**src/rtl/ba_lsu_pkg.sv**
```systemverilog
// Shared definitions for the sub-word load/store aligner.
// Assumes byte lanes of eight bits.
package ba_lsu_pkg;
    typedef enum logic [1:0] {
        SZ_BYTE = 2'd0,
        SZ_HALF = 2'd1,
        SZ_WORD = 2'd2,
        SZ_RSVD = 2'd3
    } acc_size_e;

    localparam int LANE_W = 8;
endpackage

```
**src/rtl/ba_align_check.sv**
```systemverilog
// Decides whether an access of a given size at a given byte offset is
// illegal. Illegal means not a multiple of its own size, or the reserved
// size code. Purely combinational.
module ba_align_check #(
    parameter int OFF_W = 2
) (
    input  logic [1:0]       size,
    input  logic [OFF_W-1:0] offset,
    output logic             misalign
);
    import ba_lsu_pkg::*;

    // classify the access by its size code
    always_comb begin
        unique case (acc_size_e'(size))
            SZ_BYTE: misalign = 1'b0;
            SZ_HALF: misalign = offset[0];
            SZ_WORD: misalign = |offset;
            default: misalign = 1'b1;
        endcase
    end
endmodule

```
**src/rtl/ba_store_lanes.sv**
```systemverilog
// Builds the byte strobes and the lane-replicated write word for a store.
// Lane k is byte offset k; it sits at bits [DATA_W-1-8k -: 8] (big-endian)
// and is enabled by strobe bit BYTES-1-k. Assumes the caller gates 'en'
// with alignment. Combinational.
module ba_store_lanes #(
    parameter int DATA_W = 32,
    localparam int BYTES = DATA_W / 8,
    localparam int OFF_W = $clog2(BYTES)
) (
    input  logic              en,
    input  logic [1:0]        size,
    input  logic [OFF_W-1:0]  offset,
    input  logic [DATA_W-1:0] data,
    output logic [BYTES-1:0]  we,
    output logic [DATA_W-1:0] wdata
);
    import ba_lsu_pkg::*;

    for (genvar k = 0; k < BYTES; k++) begin : g_lane
        localparam int HI = DATA_W - 1 - LANE_W * k;
        localparam logic [OFF_W-1:0] K = OFF_W'(k);
        logic hit;

        // does this lane belong to the addressed item
        always_comb begin
            unique case (acc_size_e'(size))
                SZ_BYTE: hit = (offset == K);
                SZ_HALF: hit = (offset[OFF_W-1:1] == K[OFF_W-1:1]);
                default: hit = 1'b1;
            endcase
        end

        // strobe for this lane, big-endian bit position
        assign we[BYTES-1-k] = en & hit;

        // value this lane carries for each size
        always_comb begin
            unique case (acc_size_e'(size))
                SZ_BYTE: wdata[HI -: LANE_W] = data[LANE_W-1:0];
                SZ_HALF: wdata[HI -: LANE_W] = K[0] ? data[LANE_W-1:0]
                                                    : data[2*LANE_W-1:LANE_W];
                default: wdata[HI -: LANE_W] = data[HI -: LANE_W];
            endcase
        end
    end
endmodule

```
**src/rtl/ba_load_extend.sv**
```systemverilog
// Picks the addressed byte or half-word out of a read word (big-endian
// lanes) and sign- or zero-extends it. A word passes through. Output is
// zero when 'en' is low. Combinational.
module ba_load_extend #(
    parameter int DATA_W = 32,
    localparam int BYTES = DATA_W / 8,
    localparam int OFF_W = $clog2(BYTES)
) (
    input  logic              en,
    input  logic [1:0]        size,
    input  logic [OFF_W-1:0]  offset,
    input  logic              is_unsigned,
    input  logic [DATA_W-1:0] rword,
    output logic [DATA_W-1:0] value
);
    import ba_lsu_pkg::*;

    logic [LANE_W-1:0]   lane [BYTES];
    logic [LANE_W-1:0]   sel_b;
    logic [2*LANE_W-1:0] sel_h;
    logic [OFF_W-1:0]    h_hi, h_lo;

    for (genvar k = 0; k < BYTES; k++) begin : g_lane
        assign lane[k] = rword[DATA_W-1-LANE_W*k -: LANE_W];
    end

    assign h_hi  = {offset[OFF_W-1:1], 1'b0};
    assign h_lo  = {offset[OFF_W-1:1], 1'b1};
    assign sel_b = lane[offset];
    assign sel_h = {lane[h_hi], lane[h_lo]};

    // widen the selected item
    always_comb begin
        value = '0;
        if (en) begin
            unique case (acc_size_e'(size))
                SZ_BYTE: value = {{(DATA_W-LANE_W){~is_unsigned & sel_b[LANE_W-1]}}, sel_b};
                SZ_HALF: value = {{(DATA_W-2*LANE_W){~is_unsigned & sel_h[2*LANE_W-1]}}, sel_h};
                default: value = rword;
            endcase
        end
    end
endmodule

```
**src/rtl/ba_lsu_aligner.sv**
```systemverilog
// Top of the big-endian sub-word aligner. Combines the alignment check,
// store lane builder and load extender, and registers all outputs one
// edge after the request. Assumes rd_word arrives with the attributes of
// its own load. Synchronous active-low reset.
module ba_lsu_aligner #(
    parameter int DATA_W = 32,
    localparam int BYTES = DATA_W / 8,
    localparam int OFF_W = $clog2(BYTES)
) (
    input  logic              clk,
    input  logic              rst_n,
    input  logic              req_valid,
    input  logic              req_is_store,
    input  logic [1:0]        req_size,
    input  logic              req_unsigned,
    input  logic [OFF_W-1:0]  req_offset,
    input  logic [DATA_W-1:0] st_data,
    input  logic [DATA_W-1:0] rd_word,
    output logic [BYTES-1:0]  wr_en,
    output logic [DATA_W-1:0] wr_data,
    output logic [DATA_W-1:0] ld_data,
    output logic              addr_err
);
    logic              misalign;
    logic              st_go, ld_go;
    logic [BYTES-1:0]  we_c;
    logic [DATA_W-1:0] wd_c, ld_c;

    ba_align_check #(.OFF_W(OFF_W)) u_align (
        .size     (req_size),
        .offset   (req_offset),
        .misalign (misalign)
    );

    assign st_go = req_valid &  req_is_store & ~misalign;
    assign ld_go = req_valid & ~req_is_store & ~misalign;

    ba_store_lanes #(.DATA_W(DATA_W)) u_store (
        .en     (st_go),
        .size   (req_size),
        .offset (req_offset),
        .data   (st_data),
        .we     (we_c),
        .wdata  (wd_c)
    );

    ba_load_extend #(.DATA_W(DATA_W)) u_load (
        .en          (ld_go),
        .size        (req_size),
        .offset      (req_offset),
        .is_unsigned (req_unsigned),
        .rword       (rd_word),
        .value       (ld_c)
    );

    // output register stage
    always_ff @(posedge clk) begin
        if (!rst_n) begin
            wr_en    <= '0;
            wr_data  <= '0;
            ld_data  <= '0;
            addr_err <= 1'b0;
        end else begin
            wr_en    <= we_c;
            wr_data  <= wd_c;
            ld_data  <= ld_c;
            addr_err <= req_valid & misalign;
        end
    end
endmodule

```
**config.mk**
```make
export PLATFORM = sky130hd
export DESIGN_NAME = ba_lsu_aligner
export DESIGN_NICKNAME = d
export VERILOG_FILES = /design/src/rtl/ba_lsu_pkg.sv /design/src/rtl/ba_align_check.sv /design/src/rtl/ba_store_lanes.sv /design/src/rtl/ba_load_extend.sv /design/src/rtl/ba_lsu_aligner.sv
export SDC_FILE = /design/constraint.sdc
export NUM_CORES = 1
export LEC_CHECK = 0
export BUFFER_PORTS_ARGS = -buffer_cell sky130_fd_sc_hd__buf_2
export CAP_MARGIN = 20
export CORE_MARGIN = 2
export CORE_UTILIZATION = 46
export CTS_CLUSTER_SIZE = 10
export DETAILED_ROUTE_END_ITERATION = 12
export PLACE_DENSITY = 0.85
export SKIP_LAST_GASP = 1
export SYNTH_ARGS = -nofsm -noshare
export SYNTH_HDL_FRONTEND = slang
export SYNTH_SLANG_ARGS = --single-unit
```
**constraint.sdc**
```tcl
create_clock -name clk -period 1.5 [get_ports clk]
set_input_delay 0.3 -clock clk [delete_from_list [all_inputs] [get_ports clk]]
set_output_delay 0.3 -clock clk [all_outputs]
set_load 0.1 [all_outputs]
```
==> impl_metrics.csv <==
group,metric,value,unit
yosys,synthMuxAreaShare,0.0823,
sta,tightest_slew,0.879,ns
cts,clockBufferDepth,2,
yosys,syn_area,3040,sq um
floorplan,dieArea,7280,sq um
yosys,ys_warn_count,0,
sta,hold_viol_final,0,
cts,cts_root_buf,"clkbuf_8",
pwr,irDropWorstVdd,0.761,mV
cts,cts_tree,"built",
cts,clk_pin_slew_worst_paths,0.07,ns
yosys,synthTopCellsByArea,"dfxtp_1, mux2i_1, o32ai_1",
yosys,synth.avg_cell_area,9.72,sq um
worst_setup_path,path_cells,"buf_2",
worst_setup_path,path_max_fanout,1,
sta,max_slew_margin,0.411,
finish,final_cells,535,
sta,period_share,0.937,
sta,drv_slew,0,
placed_design,dpl_cell_area,3820,sq um
yosys,ys_seq_elements,69,
worst_setup_path,critPathRequiredTime,1.20,ns
cts,cts_setup_buffers,0,
finish,nNetsFinal,528,
floorplan,die_x,85.3,um
worst_setup_path,slowest_delay,0.43,ns
floorplan,rows,29,
global_routing,overflow,0,
placed_design,portBuffers,141,
routing,dr.pass1.iters,5,
yosys,synth_simple_gate_area_frac,0.169,
floorplan,fp.dieH,85.3,um
pwr,leakage,1.96,nW
yosys,seq_area_frac_synth,0.454,
yosys,yosysTopAreaCell,"dfxtp_1",
placed_design,dpl.cell_count,521,
global_routing,grt_pass1_vias,2858,
routing,antenna_left,0,
pwr,finalPower,0.00440,W
placed_design,gp_congestion,0.830,
global_routing,antenna_found_initial,0,
cts,cts_max_level,3,
finish,drive_above_1_share,0.415,
sta,finalSetupViolations,0,
worst_setup_path,arrival,1.10,ns
cts,cts_resized,0,
yosys,synth_top_family_by_area,"compound AO/OA/AOI/OAI gates",
flow_run,maxCapViolations,0,
routing,postRouteWirelength,8.45,mm
cts,cts_buffers,9,
routing,vias_per_cell,5.44,
routing,wire_per_inst,15.8,um
cts,ctsHoldBuffers,0,
placed_design,dpl.hpwl,6.22,mm
yosys,yosysMostFrequentCell,"dfxtp_1",
worst_setup_path,crit_path_end_kind,"output pin",
cts,clock-sinks,69,
floorplan,ios,142,
yosys,synthArstFlopShare,0,
yosys,yosys-top-cells-count,"dfxtp_1, nand2_1, inv_1, and2_1, mux2i_1",
global_routing,grt_start_max_net_pins,33,
yosys,syn_inst,313,
worst_setup_path,worst_path_max_delay_cell,"buf_2",
worst_setup_path,path_delay_family,"buffers and inverters",
routing,drc_errors,0,
yosys,synth_fa_ha_area_frac,0,
yosys,ys.flop_type,"dfxtp_1",
yosys,synth_edf_count,0,
finish,fin_util,0.624,
worst_setup_path,critPathLaunchType,"flip-flop",
floorplan,initial_core_util,0.476,
finish,area_growth,31.0,%
routing,vias,2909,
pwr,p_per_area,1100,nW/um^2
worst_setup_path,critPathBufInv,1,
sta,fmaxAchievable,712,MHz
yosys,ys_types,39,
global_routing,grtUsageTotal,0.236,
routing,drt_iter0_drc,148,
finish,final_area,3980,sq um
finish,antenna_cells,0,
yosys,synth_xor_area_frac,0,
worst_hold_path,hp-class,"in2reg",
sta,rsz0062_at_grt,"no",
status,outcome,"completed",
yosys,synth_compound_area_frac,0.216,
global_routing,grt_pass1_wl,13.5,mm
yosys,synth.top_cell.area_share,0.454,
yosys,synth_fp_nets,386,
sta,fin_crit,1.40,ns
worst_setup_path,crit_type,"reg2out",
floorplan,coreArea,6390,sq um
[kinds of logic (layout without fill, tap and decap cells)]
kind of cell,Yosys count,after routing
compound gates,88,88
flops,69,69
buf+inv,46,191
simple gates,88,88
mux,22,22
[sequential cells by signal, indices dropped and copies added, names as in the netlist]
register and count:
addr_err 1, ld_data 32, wr_data 32, wr_en 4
[layout make-up]
class                      count  area (sq um)
clock buffer                  12           155
clock inverter                 2          10.0
fill                         555          2400
inverter                      19          71.3
multi-input combinational    198          1420
sequential                    69          1380
tap                           77          96.3
timing repair buffer         158           846
[routing by layer]
layer | GRT usage | routed length, um | vias to the layer above
li1 | - | - | 1386
met1 | 0.268 | 3300 | 1326
met2 | 0.391 | 4000 | 172
met3 | 0.0817 | 885 | 25
met4 | 0.124 | 258 | 0
met5 | 0 | 0 | -
[path summary, 6_finish.rpt]
| check | slack [ns] | depth (start not counted) | end | start |
|---|---|---|---|---|
| worst max-delay path | 0.1 | 1 | ld_data[15] | ld_data[15] |
| worst min-delay path | 0.21 | 2 | wr_data[3] | st_data[3] |
[through the flow]
stage	setup WS [ns]	hold slack [ns]	setup TNS [ns]
2_1_floorplan	0.121	0.422	0
3_3_place_gp	-0.110	0.551	-2.00
3_5_place_dp	-0.213	0.563	-3.14
4_1_cts	0.0863	0.193	0
5_1_grt	0.0479	0.206	0
6_report	0.0951	0.205	0
[where the power goes]
group          internal (W)  switching (W)  total (W)
registers           0.00190      0.0000156    0.00192
logic              0.000295       0.000855    0.00115
clock network      0.000667       0.000661    0.00133
total               0.00287        0.00153    0.00440
[layout by cell type (no fill, tap or decap), types with 10 or more instances in the layout]
master / n
a21oi_1: 12
buf_2: 141
mux2i_1: 16
buf_4: 16
nor2b_1: 10
clkbuf_8: 11
o32ai_1: 14
nand2_1: 31
o21ai_0: 15
inv_1: 19
dfxtp_1: 69
and2_1: 17
Power figures use the tool's default switching activity.
